`config.mk`:
```
export PLATFORM = sky130hd
export DESIGN_NAME = rep_irq_timer
export DESIGN_NICKNAME = d
export VERILOG_FILES = /design/src/rtl/rep_timer_pkg.sv /design/src/rtl/rep_timer_ctrl.sv /design/src/rtl/rep_timer_dp.sv /design/src/rtl/rep_irq_timer.sv
export SDC_FILE = /design/constraint.sdc
export NUM_CORES = 1
export LEC_CHECK = 0
export BUFFER_PORTS_ARGS = -buffer_cell sky130_fd_sc_hd__buf_2
export CAP_MARGIN = 20
export CORE_MARGIN = 2
export CORE_UTILIZATION = 61
export CTS_CLUSTER_SIZE = 8
export DETAILED_ROUTE_END_ITERATION = 16
export GPL_ROUTABILITY_DRIVEN = 0
export PLACE_DENSITY_LB_ADDON = 0.3
export SLEW_MARGIN = 10
export SYNTH_ARGS = -nofsm -noshare
export SYNTH_HDL_FRONTEND = slang
export SYNTH_SLANG_ARGS = --single-unit
```
`constraint.sdc`:
```
create_clock -name clk -period 5 [get_ports clk]
set_input_delay 0.25 -clock clk [delete_from_list [all_inputs] [get_ports clk]]
set_output_delay 0.25 -clock clk [all_outputs]
set_load 0.01 [all_outputs]
```
`src/rtl/rep_timer_pkg.sv`:
```
package rep_timer_pkg;

  localparam int ADDR_W = 2;

  typedef enum logic [ADDR_W-1:0] {
    REG_COUNT  = 2'd0,
    REG_MATCH  = 2'd1,
    REG_IGNORE = 2'd2,
    REG_CTRL   = 2'd3
  } regSel_e;

  localparam int CTL_FLAG    = 0;
  localparam int CTL_AUTOCLR = 1;
  localparam int CTL_DBGGATE = 2;
  localparam int CTL_RUNEN   = 3;
  localparam int CTL_W       = 4;

  typedef struct packed {
    logic ldCount;
    logic ldMatch;
    logic ldIgnore;
    logic advance;
    logic zeroOnHit;
  } dpStrobe_t;

endpackage

```
`src/rtl/rep_timer_ctrl.sv`:
```
module rep_timer_ctrl
  import rep_timer_pkg::*;
#(
  parameter int DATA_W = 32
) (
  input  logic              clk,
  input  logic              rstN,
  input  logic              wrEn,
  input  logic [ADDR_W-1:0] addr,
  input  logic [CTL_W-1:0]  ctlData,
  input  logic              dbgHalt,
  input  logic              hit,
  output dpStrobe_t         stb,
  output logic [DATA_W-1:0] ctlWord,
  output logic              irq
);

  logic flagQ, autoClrQ, dbgGateQ, runEnQ;
  logic flagNext;
  logic wrCtl;

  assign wrCtl = wrEn && (addr == REG_CTRL);

  // a new match outranks a software clear
  always_comb begin
    if (hit)
      flagNext = 1'b1;
    else if (wrCtl && ctlData[CTL_FLAG])
      flagNext = 1'b0;
    else
      flagNext = flagQ;
  end

  always_ff @(posedge clk) begin
    if (!rstN) begin
      flagQ    <= 1'b0;
      autoClrQ <= 1'b0;
      dbgGateQ <= 1'b1;
      runEnQ   <= 1'b1;
    end else begin
      flagQ <= flagNext;
      if (wrCtl) begin
        autoClrQ <= ctlData[CTL_AUTOCLR];
        dbgGateQ <= ctlData[CTL_DBGGATE];
        runEnQ   <= ctlData[CTL_RUNEN];
      end
    end
  end

  always_comb begin
    stb.ldCount   = wrEn && (addr == REG_COUNT);
    stb.ldMatch   = wrEn && (addr == REG_MATCH);
    stb.ldIgnore  = wrEn && (addr == REG_IGNORE);
    stb.advance   = runEnQ && !(dbgGateQ && dbgHalt);
    stb.zeroOnHit = autoClrQ;
  end

  always_comb begin
    ctlWord              = '0;
    ctlWord[CTL_FLAG]    = flagQ;
    ctlWord[CTL_AUTOCLR] = autoClrQ;
    ctlWord[CTL_DBGGATE] = dbgGateQ;
    ctlWord[CTL_RUNEN]   = runEnQ;
  end

  assign irq = flagQ;

endmodule

```
`src/rtl/rep_timer_dp.sv`:
```
module rep_timer_dp
  import rep_timer_pkg::*;
#(
  parameter int DATA_W = 32
) (
  input  logic              clk,
  input  logic              rstN,
  input  dpStrobe_t         stb,
  input  logic [DATA_W-1:0] wrData,
  output logic              hit,
  output logic [DATA_W-1:0] countQ,
  output logic [DATA_W-1:0] matchQ,
  output logic [DATA_W-1:0] ignoreQ
);

  localparam logic [DATA_W-1:0] MATCH_RST = '1;
  localparam logic [DATA_W-1:0] ONE       = DATA_W'(1);

  logic [DATA_W-1:0] bitOk;
  logic [DATA_W-1:0] countNext;

  // per-bit agreement; a set ignore bit forces agreement
  for (genvar b = 0; b < DATA_W; b++) begin : gBit
    assign bitOk[b] = ignoreQ[b] | ~(countQ[b] ^ matchQ[b]);
  end

  assign hit = &bitOk;

  // priority: software load, hold, clear on match, increment
  always_comb begin
    if (stb.ldCount)
      countNext = wrData;
    else if (!stb.advance)
      countNext = countQ;
    else if (hit && stb.zeroOnHit)
      countNext = '0;
    else
      countNext = countQ + ONE;
  end

  always_ff @(posedge clk) begin
    if (!rstN) begin
      countQ  <= '0;
      matchQ  <= MATCH_RST;
      ignoreQ <= '0;
    end else begin
      countQ <= countNext;
      if (stb.ldMatch)  matchQ  <= wrData;
      if (stb.ldIgnore) ignoreQ <= wrData;
    end
  end

endmodule

```
`src/rtl/rep_irq_timer.sv`:
```
module rep_irq_timer
  import rep_timer_pkg::*;
#(
  parameter int DATA_W = 32
) (
  input  logic              clk,
  input  logic              rstN,
  input  logic              wrEn,
  input  logic [ADDR_W-1:0] addr,
  input  logic [DATA_W-1:0] wrData,
  output logic [DATA_W-1:0] rdData,
  input  logic              dbgHalt,
  output logic              irq
);

  dpStrobe_t         stb;
  logic              hit;
  logic [DATA_W-1:0] countQ, matchQ, ignoreQ, ctlWord;

  rep_timer_ctrl #(.DATA_W(DATA_W)) uCtrl (
    .clk     (clk),
    .rstN    (rstN),
    .wrEn    (wrEn),
    .addr    (addr),
    .ctlData (wrData[CTL_W-1:0]),
    .dbgHalt (dbgHalt),
    .hit     (hit),
    .stb     (stb),
    .ctlWord (ctlWord),
    .irq     (irq)
  );

  rep_timer_dp #(.DATA_W(DATA_W)) uDp (
    .clk     (clk),
    .rstN    (rstN),
    .stb     (stb),
    .wrData  (wrData),
    .hit     (hit),
    .countQ  (countQ),
    .matchQ  (matchQ),
    .ignoreQ (ignoreQ)
  );

  always_comb begin
    case (addr)
      REG_COUNT:  rdData = countQ;
      REG_MATCH:  rdData = matchQ;
      REG_IGNORE: rdData = ignoreQ;
      default:    rdData = ctlWord;
    endcase
  end

endmodule

```
==> out/metrics.cfg, run 1 <==
[synth]
synthXorXnorAreaFrac = 0.0916
synth_area_um2 = 5450
synthArstFlopShare = 0
synth_top_area_share = 0.367
avgSynthCellArea_um2 = 7.72
yosysTopAreaCell = dfxtp_1
yosysUniqueCellTypes = 52
synth_cells = 706
synthSimpleGateAreaFrac = 0.257
synth_fp_nets = 745
synth.area.top_cells = dfxtp_1, nand2_1, xnor2_1, mux2i_1, nand3_1
ys_seq_area_frac = 0.367
ys.flop_type = dfxtp_1
synth_edf_count = 0
synth_adder_area_share = 0.00229
synth-compound-area-share = 0.154
yosys_warnings = 0
synth.mux.area_fraction = 0.0776
ys_ff_latch = 100
synth_top_family_by_area = simple AND/OR/NAND/NOR gates

[timing]
worstMarginPinSlew_ns = 0.881
clock.fmax_mhz = 340
timing.hold.ws_ns = 0.114
hold_violations = 0
drv_slew = 0
relSlewSlack = 0.412
period_needed_ns = 2.94
fin_tns_setup_ns = 0
finalCritPeriodShare = 0.588
rsz0062_at_grt = no
finalSetupViolCount = 0
postLayoutSetupSlackWorst_ns = 2.06
fin_skew_ns = 0.00850

[power]
p_per_area_nw_per_um2 = 278
p_leak_nw = 2.30
vdd_drop_max_mv = 0.149

[clocking]
root_buffer = clkbuf_8
cts_hold_buf = 0
postCtsSetupRepairBufs = 0
cts-buffers-inserted = 9
cts_tree = yes
clockBufferDepth = 2
cts_resized = 0
cts.clk_slew.worst_paths_ns = 0.10
clk_latency_ns = 0.37
htreeDepth = 3
cts_sinks = 100

[route]
drc = 0
num_vias = 5413
routed_via_density = 6.38
wire_per_inst_um = 18.6
drt_first_pass_iters = 5
drt_wl_total_um = 15800
drtIter0Drc = 473
antenna_left = 0

[grt]
grt_pass1_wl_um = 26000
busiest_layer = met2
met2_usage = 0.520
grt_max_degree = 57
grt_pass1_vias = 5094
grt_overflow = 0
grtUsageMet3 = 0.0567
antenna_found_initial = 0
gr-usage-all-layers = 0.330
use_met1 = 0.455

[worst_setup_path]
rr_endpoint = uDp.countQ[13]
crit_end = uDp.countQ[13]
cpMaxStageDelayCell = nor2_1
rr_worst_depth = 7
max_stage_delay_ns = 0.70
rrSetupSlack_ns = 2.06
r2r_start = uDp.countQ[8]
path_max_fanout = 13
cp.arrival_ns = 3.18
path_class = flip-flop to flip-flop
crit_chain = xnor2_1, o22ai_1, nor4_1, nand4_1, nor2_1, buf_4, o31ai_1
critPathCaptureType = flip-flop
cp_data_required_time_ns = 5.24
cp-startpoint = uDp.countQ[8]
start_kind = flip-flop

[placed_design]
io_buffers = 70
hpwl_um = 10700
place_inst = 831
pre_cts_ws_ns = 1.97

[die]
dieArea_um2 = 9710
chipWidth_um = 98.5
rows = 34
start_util = 0.628
io_pins = 71
die_height_um = 98.5
coreArea_um2 = 8680

[run_status]
status = finished clean

[hold_path]
hold_class = primary input to flip-flop

[layout]
antenna_cells = 0
multiInputGateArea_um2 = 3180
fin_cells = 848
drive_above_1_share = 0.158
regArea_um2 = 2000
area_growth_pct = 9.57
layout.nets = 774
finish.utilization = 0.688
nFillCells = 719

[job]
cap_violations = 0

-- cells in the mapped netlist, types with 2 or more instances --
cell type	n
nand2_1	181
dfxtp_1	100
nand3_1	56
clkbuf_1	46
a21oi_1	42
xnor2_1	41
o21ai_0	35
mux2i_1	31
nor2_1	19
o22ai_1	17
xor2_1	16
nand4_1	15
o31ai_1	14
buf_2	11
a22oi_1	7
nor4_1	7
o211ai_1	7
nor3_1	5
and3_1	4
mux4_2	4
o32ai_1	4
a2111oi_0	3
and4_1	3
inv_1	3
a31oi_1	2
and2_1	2
and4_4	2
buf_1	2
clkbuf_2	2
mux2_2	2
nor3_2	2
-- flip-flops by register name, summed over array words and instances (netlist names) --
signal and count:
uCtrl.dbgGateQ 1, uCtrl.irq 1, uDp.ignoreQ 32, uCtrl.runEnQ 1, uCtrl.autoClrQ 1, uDp.matchQ 32
uDp.countQ 32
-- stage by stage --
stage	power, mW	area, µm²
6_report	1.66	5970
5_1_grt	1.73	5970
4_1_cts	1.66	5970
3_5_place_dp	1.14	5770
3_3_place_gp	1.13	5750
2_1_floorplan	1.05	5450
-- cell usage in the layout (no fill, tap or decap), types with 5 or more instances in the layout --
master	Yosys	final
xnor2_1	41	41
a22oi_1	7	7
dfxtp_1	100	100
o211ai_1	7	7
o22ai_1	17	17
o31ai_1	14	14
clkbuf_8	0	10
mux2i_1	31	31
nor3_1	5	5
o21ai_0	35	35
nand4_1	15	15
nand2_1	181	181
a21oi_1	42	42
nor2_1	19	18
xor2_1	16	16
buf_4	1	9
nor4_1	7	7
nand3_1	56	56
buf_2	11	70
-- layer usage --
layer  up-vias  part of all wire
li1       2515                 -
met1      2557              0.41
met2       302              0.47
met3        39             0.098
met4         0             0.024
met5         -                 0
-- worst min-delay path by stage --
stage / from / endpoint / slack (ns) / cells after the start
2_1_floorplan: wrData[10] / uDp.matchQ[10] / 0.37 / 2
3_5_place_dp: uDp.ignoreQ[6] / uDp.ignoreQ[6] / 0.47 / 2
6_report: wrData[5] / uDp.matchQ[5] / 0.11 / 3
3_3_place_gp: uDp.ignoreQ[17] / uDp.ignoreQ[17] / 0.46 / 2
4_1_cts: wrData[5] / uDp.matchQ[5] / 0.11 / 3
5_1_grt: wrData[21] / uDp.ignoreQ[21] / 0.12 / 3
-- layout make-up --
| type | instances | area share |
|---|---|---|
| multi-input cells | 539 | 0.533 |
| flip-flops and latches | 100 | 0.335 |
| repair buffers | 80 | 0.0725 |
| clock buffers | 11 | 0.0237 |
| well taps | 108 | 0.0226 |
| clock inverters | 5 | 0.0101 |
| inverters | 5 | 0.00314 |
-- critical path, delay by kind of cell (launching register included) --
family                    cells  cell delay [ns]
buffers and inverters         1             0.29
DFF                           1             0.51
xor gates and xnor gates      1             0.16
and+or+nand+nor               3             1.62
AOI/OAI and AO/OA             2             0.22
-- cells by family (layout without fill, tap and decap cells) --
group | Yosys count | count (layout)
multiplexers | 37 | 37
flip-flops | 100 | 100
adder cells (fa/ha/maj) | 1 | 1
AND/OR/NAND/NOR | 306 | 306
AO/OA/AOI/OAI | 138 | 138
buffers and inverters | 67 | 101
XOR/XNOR | 57 | 57
-- power by group --
part / switching, mW / internal, mW / total, mW
sequential: 0.0469 / 0.831 / 0.878
combinational: 0.151 / 0.103 / 0.254
clock: 0.284 / 0.247 / 0.531
total: 0.482 / 1.18 / 1.66
Power figures use the tool's default switching activity.
==> run 2: changes to the inputs <==
- CORE_UTILIZATION: 61 -> 53
- clock period: 5 -> 2.5 ns (I/O delays scaled with it)
==> out/metrics.cfg, run 2 (synthesis results as in run 1) <==
[worst_setup_path]
max_stage_delay_ns = 0.59
cp.arrival_ns = 2.58
cpMaxStageDelayCell = or4_4
cp_top_family = simple AND/OR/NAND/NOR gates
cp_data_required_time_ns = 2.76
path_class = flip-flop to flip-flop
path_max_fanout = 8
start_kind = flip-flop
crit_chain = nand4_1, or4_4, nor3_2, nand3_1, xor2_1, o32ai_1
critPathCaptureType = flip-flop
cp.buffers_inverters = 0

[layout]
multiInputGateArea_um2 = 3180
layout.nets = 814
area_growth_pct = 16.6
regArea_um2 = 2000
antenna_cells = 0
nFillCells = 885
drive_above_1_share = 0.174
layout_common_cells = nand2_1, dfxtp_1, buf_2
final_common_cell = nand2_1
reg_top3 = uDp.countQ x32, uDp.ignoreQ x32, uDp.matchQ x32
finish.utilization = 0.627

[route]
drc = 0
routed_via_density = 6.01
drtIter0Drc = 592
num_vias = 5506
drt_first_pass_iters = 5
wire_per_inst_um = 17.8
drt_wl_total_um = 16300
antenna_left = 0

[power]
clock_power_share = 0.322
power.switching_mw = 1.02
p_sw_frac = 0.301
p_leak_nw = 2.48
intPower_mw = 2.38
vdd_drop_max_mv = 0.350
pwr-share-seq = 0.514
p_per_area_nw_per_um2 = 535
p_comb_frac = 0.164

[clocking]
cts.clk_slew.worst_paths_ns = 0.10
cts_sinks = 100
cts-buffers-inserted = 9
htreeDepth = 3
cts_tree = yes
clockBufferDepth = 2
clk_latency_ns = 0.38
root_buffer = clkbuf_8
postCtsSetupRepairBufs = 0

[hold_path]
hold_class = primary input to flip-flop

[grt]
grt_overflow = 0
gr-usage-all-layers = 0.295
grt_max_degree = 55
grt_pass1_wl_um = 26100
antenna_found_initial = 0
grt_pass1_vias = 5055

[timing]
rsz0062_at_grt = no
worstMarginPinSlew_ns = 0.739
drv_slew = 0
finalCritPeriodShare = 0.927
hold_violations = 0
period_needed_ns = 2.32
finalSetupViolCount = 0
fin_tns_setup_ns = 0
relSlewSlack = 0.507
fin_skew_ns = 0.0123
clock.fmax_mhz = 432

[die]
io_pins = 71
coreArea_um2 = 10100
dieArea_um2 = 11100
rows = 37
chipWidth_um = 105
start_util = 0.538
die_height_um = 105

[placed_design]
io_buffers = 70
hpwl_um = 11400

[run_status]
status = finished clean

[job]
cap_violations = 0

==> run 2: metrics by stage <==
stage               std cells  area, µm²  hold slack [ns]  worst slack [ns]  total power, mW
floorplan                 706       5450            0.249             0.522             2.10
global placement          878       5940            0.370             0.351             2.29
detailed placement        878       5940            0.377             0.327             2.30
CTS                       913       6330          0.00291             0.237             3.38
global route              916       6360         0.000704            0.0341             3.54
finish                    916       6360          0.00703             0.183             3.40
==> run 2: what timing repair did <==
item | 4_1_cts | 5_1_grt
endpoints found under the hold margin | 29 | 3
resized for setup | 0 | 0
setup endpoints to repair | 0 | 0
hold buffers | 19 | 3
==> run 2: layout make-up <==
| cell class | count | area share |
|---|---|---|
| flip-flops and latches | 100 | 0.315 |
| repair buffers | 120 | 0.123 |
| inverters | 5 | 0.00295 |
| clock inverters | 7 | 0.0126 |
| clock buffers | 9 | 0.0195 |
| well taps | 136 | 0.0268 |
| multi-input cells | 539 | 0.501 |
==> run 2: power groups by stage <==
stage          sequential, mW  combinational, mW  clock (mW)
2_1_floorplan            1.75              0.357           0
3_3_place_gp             1.78              0.510           0
3_5_place_dp             1.78              0.520           0
4_1_cts                  1.75              0.546        1.09
5_1_grt                  1.76              0.603        1.18
6_report                 1.75              0.557        1.10
==> run 2: worst paths after layout <==
path / start / endpoint / slack (ns) / cells after the start
max: uDp.countQ[9] / uDp.countQ[28] / 0.18 / 6
min: wrData[17] / uDp.matchQ[17] / 0.007 / 3
max reg2reg: uDp.countQ[9] / uDp.countQ[28] / 0.18 / 6
min reg2reg: uDp.ignoreQ[4] / uDp.ignoreQ[4] / 0.49 / 2
==> run 2: per-layer routing <==
metal / part of all wire / up-vias / routed length, µm / GRT usage
li1: - / 2601 / - / -
met1: 0.44 / 2589 / 7080 / 0.407
met2: 0.46 / 287 / 7490 / 0.465
met3: 0.082 / 29 / 1340 / 0.0507
met4: 0.022 / 0 / 352 / 0.100
met5: 0 / - / 0 / 0
==> run 2: tightest hold or removal path, stage by stage <==
cell and delay (ns):
buf_2 0.11, nand2_1 0.05, nand3_1 0.07
==> run 3: changes to the inputs <==
- CORE_ASPECT_RATIO: default -> 0.75
- SKIP_LAST_GASP: default -> 1
==> out/metrics.cfg, run 3 (synthesis results as in run 1) <==
[run_status]
status = finished clean

[die]
die_height_um = 91.8
coreArea_um2 = 10100
chipWidth_um = 121
dieArea_um2 = 11100
start_util = 0.538
rows = 32
io_pins = 71

[clocking]
htreeDepth = 3
cts.clk_slew.worst_paths_ns = 0.07
cts_sinks = 100
root_buffer = clkbuf_16
postCtsSetupRepairBufs = 0
cts_tree = yes
cts_hold_buf = 0
clockBufferDepth = 2
clk_latency_ns = 0.35
cts-buffers-inserted = 9
cts_resized = 0

[grt]
antenna_found_initial = 0
grt_pass1_vias = 5239
gr-usage-all-layers = 0.311
grt_overflow = 0
grt_pass1_wl_um = 27100
grt_max_degree = 35

[worst_setup_path]
cp_data_required_time_ns = 2.71
path_class = flip-flop to flip-flop
start_kind = flip-flop
path_max_fanout = 8
cpMaxStageDelayCell = dfxtp_1
crit_chain = xnor2_1, o22ai_1, nor4_1, nand4_1, buf_4, nor2_1, buf_4, o31ai_1
path_common_cell = buf_4
critPathCaptureType = flip-flop
max_stage_delay_ns = 0.52
cp.buffers_inverters = 2
cp.arrival_ns = 2.43
cp_top_family = simple AND/OR/NAND/NOR gates

[timing]
period_needed_ns = 2.22
relSlewSlack = 0.401
finalSetupViolCount = 0
worstMarginPinSlew_ns = 0.898
fin_skew_ns = 0.00923
rsz0062_at_grt = no
hold_violations = 0
drv_slew = 0
clock.fmax_mhz = 450
finalCritPeriodShare = 0.888
timing.hold.ws_ns = 0.0153
fin_tns_setup_ns = 0

[layout]
multiInputGateArea_um2 = 3180
antenna_cells = 0
reg_top3 = uDp.countQ x32, uDp.ignoreQ x32, uDp.matchQ x32
drive_above_1_share = 0.183
nFillCells = 895
fin_area_um2 = 6290
layout.nets = 798
finish.utilization = 0.621
area_growth_pct = 15.4
regArea_um2 = 2000
final_common_cell = nand2_1
layout_common_cells = nand2_1, dfxtp_1, buf_2

[power]
p_leak_nw = 2.46
vdd_drop_max_mv = 0.385
p_per_area_nw_per_um2 = 585

[route]
drc = 0
num_vias = 5486
drt_first_pass_iters = 6
drt_wl_total_um = 16600
routed_via_density = 6.10
wire_per_inst_um = 18.4
drtIter0Drc = 685
antenna_left = 0

[hold_path]
hold_class = primary input to flip-flop

[placed_design]
io_buffers = 70
place_area_um2 = 6010
hpwl_um = 11900

[job]
cap_violations = 0

==> run 3: cell type report <==
cell class / count / area share
multi-input cells: 539 / 0.506
flip-flops and latches: 100 / 0.318
repair buffers: 104 / 0.100
clock buffers: 11 / 0.0370
well taps: 136 / 0.0270
clock inverters: 5 / 0.00835
inverters: 5 / 0.00298
==> run 3: stage by stage <==
stage	setup slack (ns)	std cells	total power, mW
after detailed placement	0.380	884	2.32
final	0.280	900	3.68
after global placement	0.417	884	2.30
after floorplan	0.522	706	2.10
after CTS	0.337	900	3.68
after global routing	0.197	900	3.81
==> run 3: report_power, final <==
group          leakage (nW)  internal, mW  switching (mW)
combinational          1.51         0.227           0.324
sequential            0.817          1.66          0.0796
clock                 0.139         0.772           0.617
==> run 3: per-layer routing <==
layer  vias to the layer above  track usage  routed length [µm]
met5                         -            0                   0
met4                         0        0.118                 393
met3                        33       0.0634                1590
met2                       289        0.481                7350
met1                      2592        0.428                7250
li1                       2572            -                   -
==> run 3: worst reg2reg max path, cell delays in order (launching register included) <==
cell	delay [ns]
dfxtp_1	0.52
xnor2_1	0.17
o22ai_1	0.09
nor4_1	0.46
nand4_1	0.18
buf_4	0.20
nor2_1	0.16
buf_4	0.20
o31ai_1	0.09
==> run 3: final timing paths <==
check	slack [ns]	cells past startpoint	from	end
max	0.28	8	uDp.countQ[0]	uDp.countQ[10]
max reg2reg	0.28	8	uDp.countQ[0]	uDp.countQ[10]
min	0.02	3	wrData[19]	uDp.matchQ[19]
min reg2reg	0.48	2	uDp.ignoreQ[26]	uDp.ignoreQ[26]
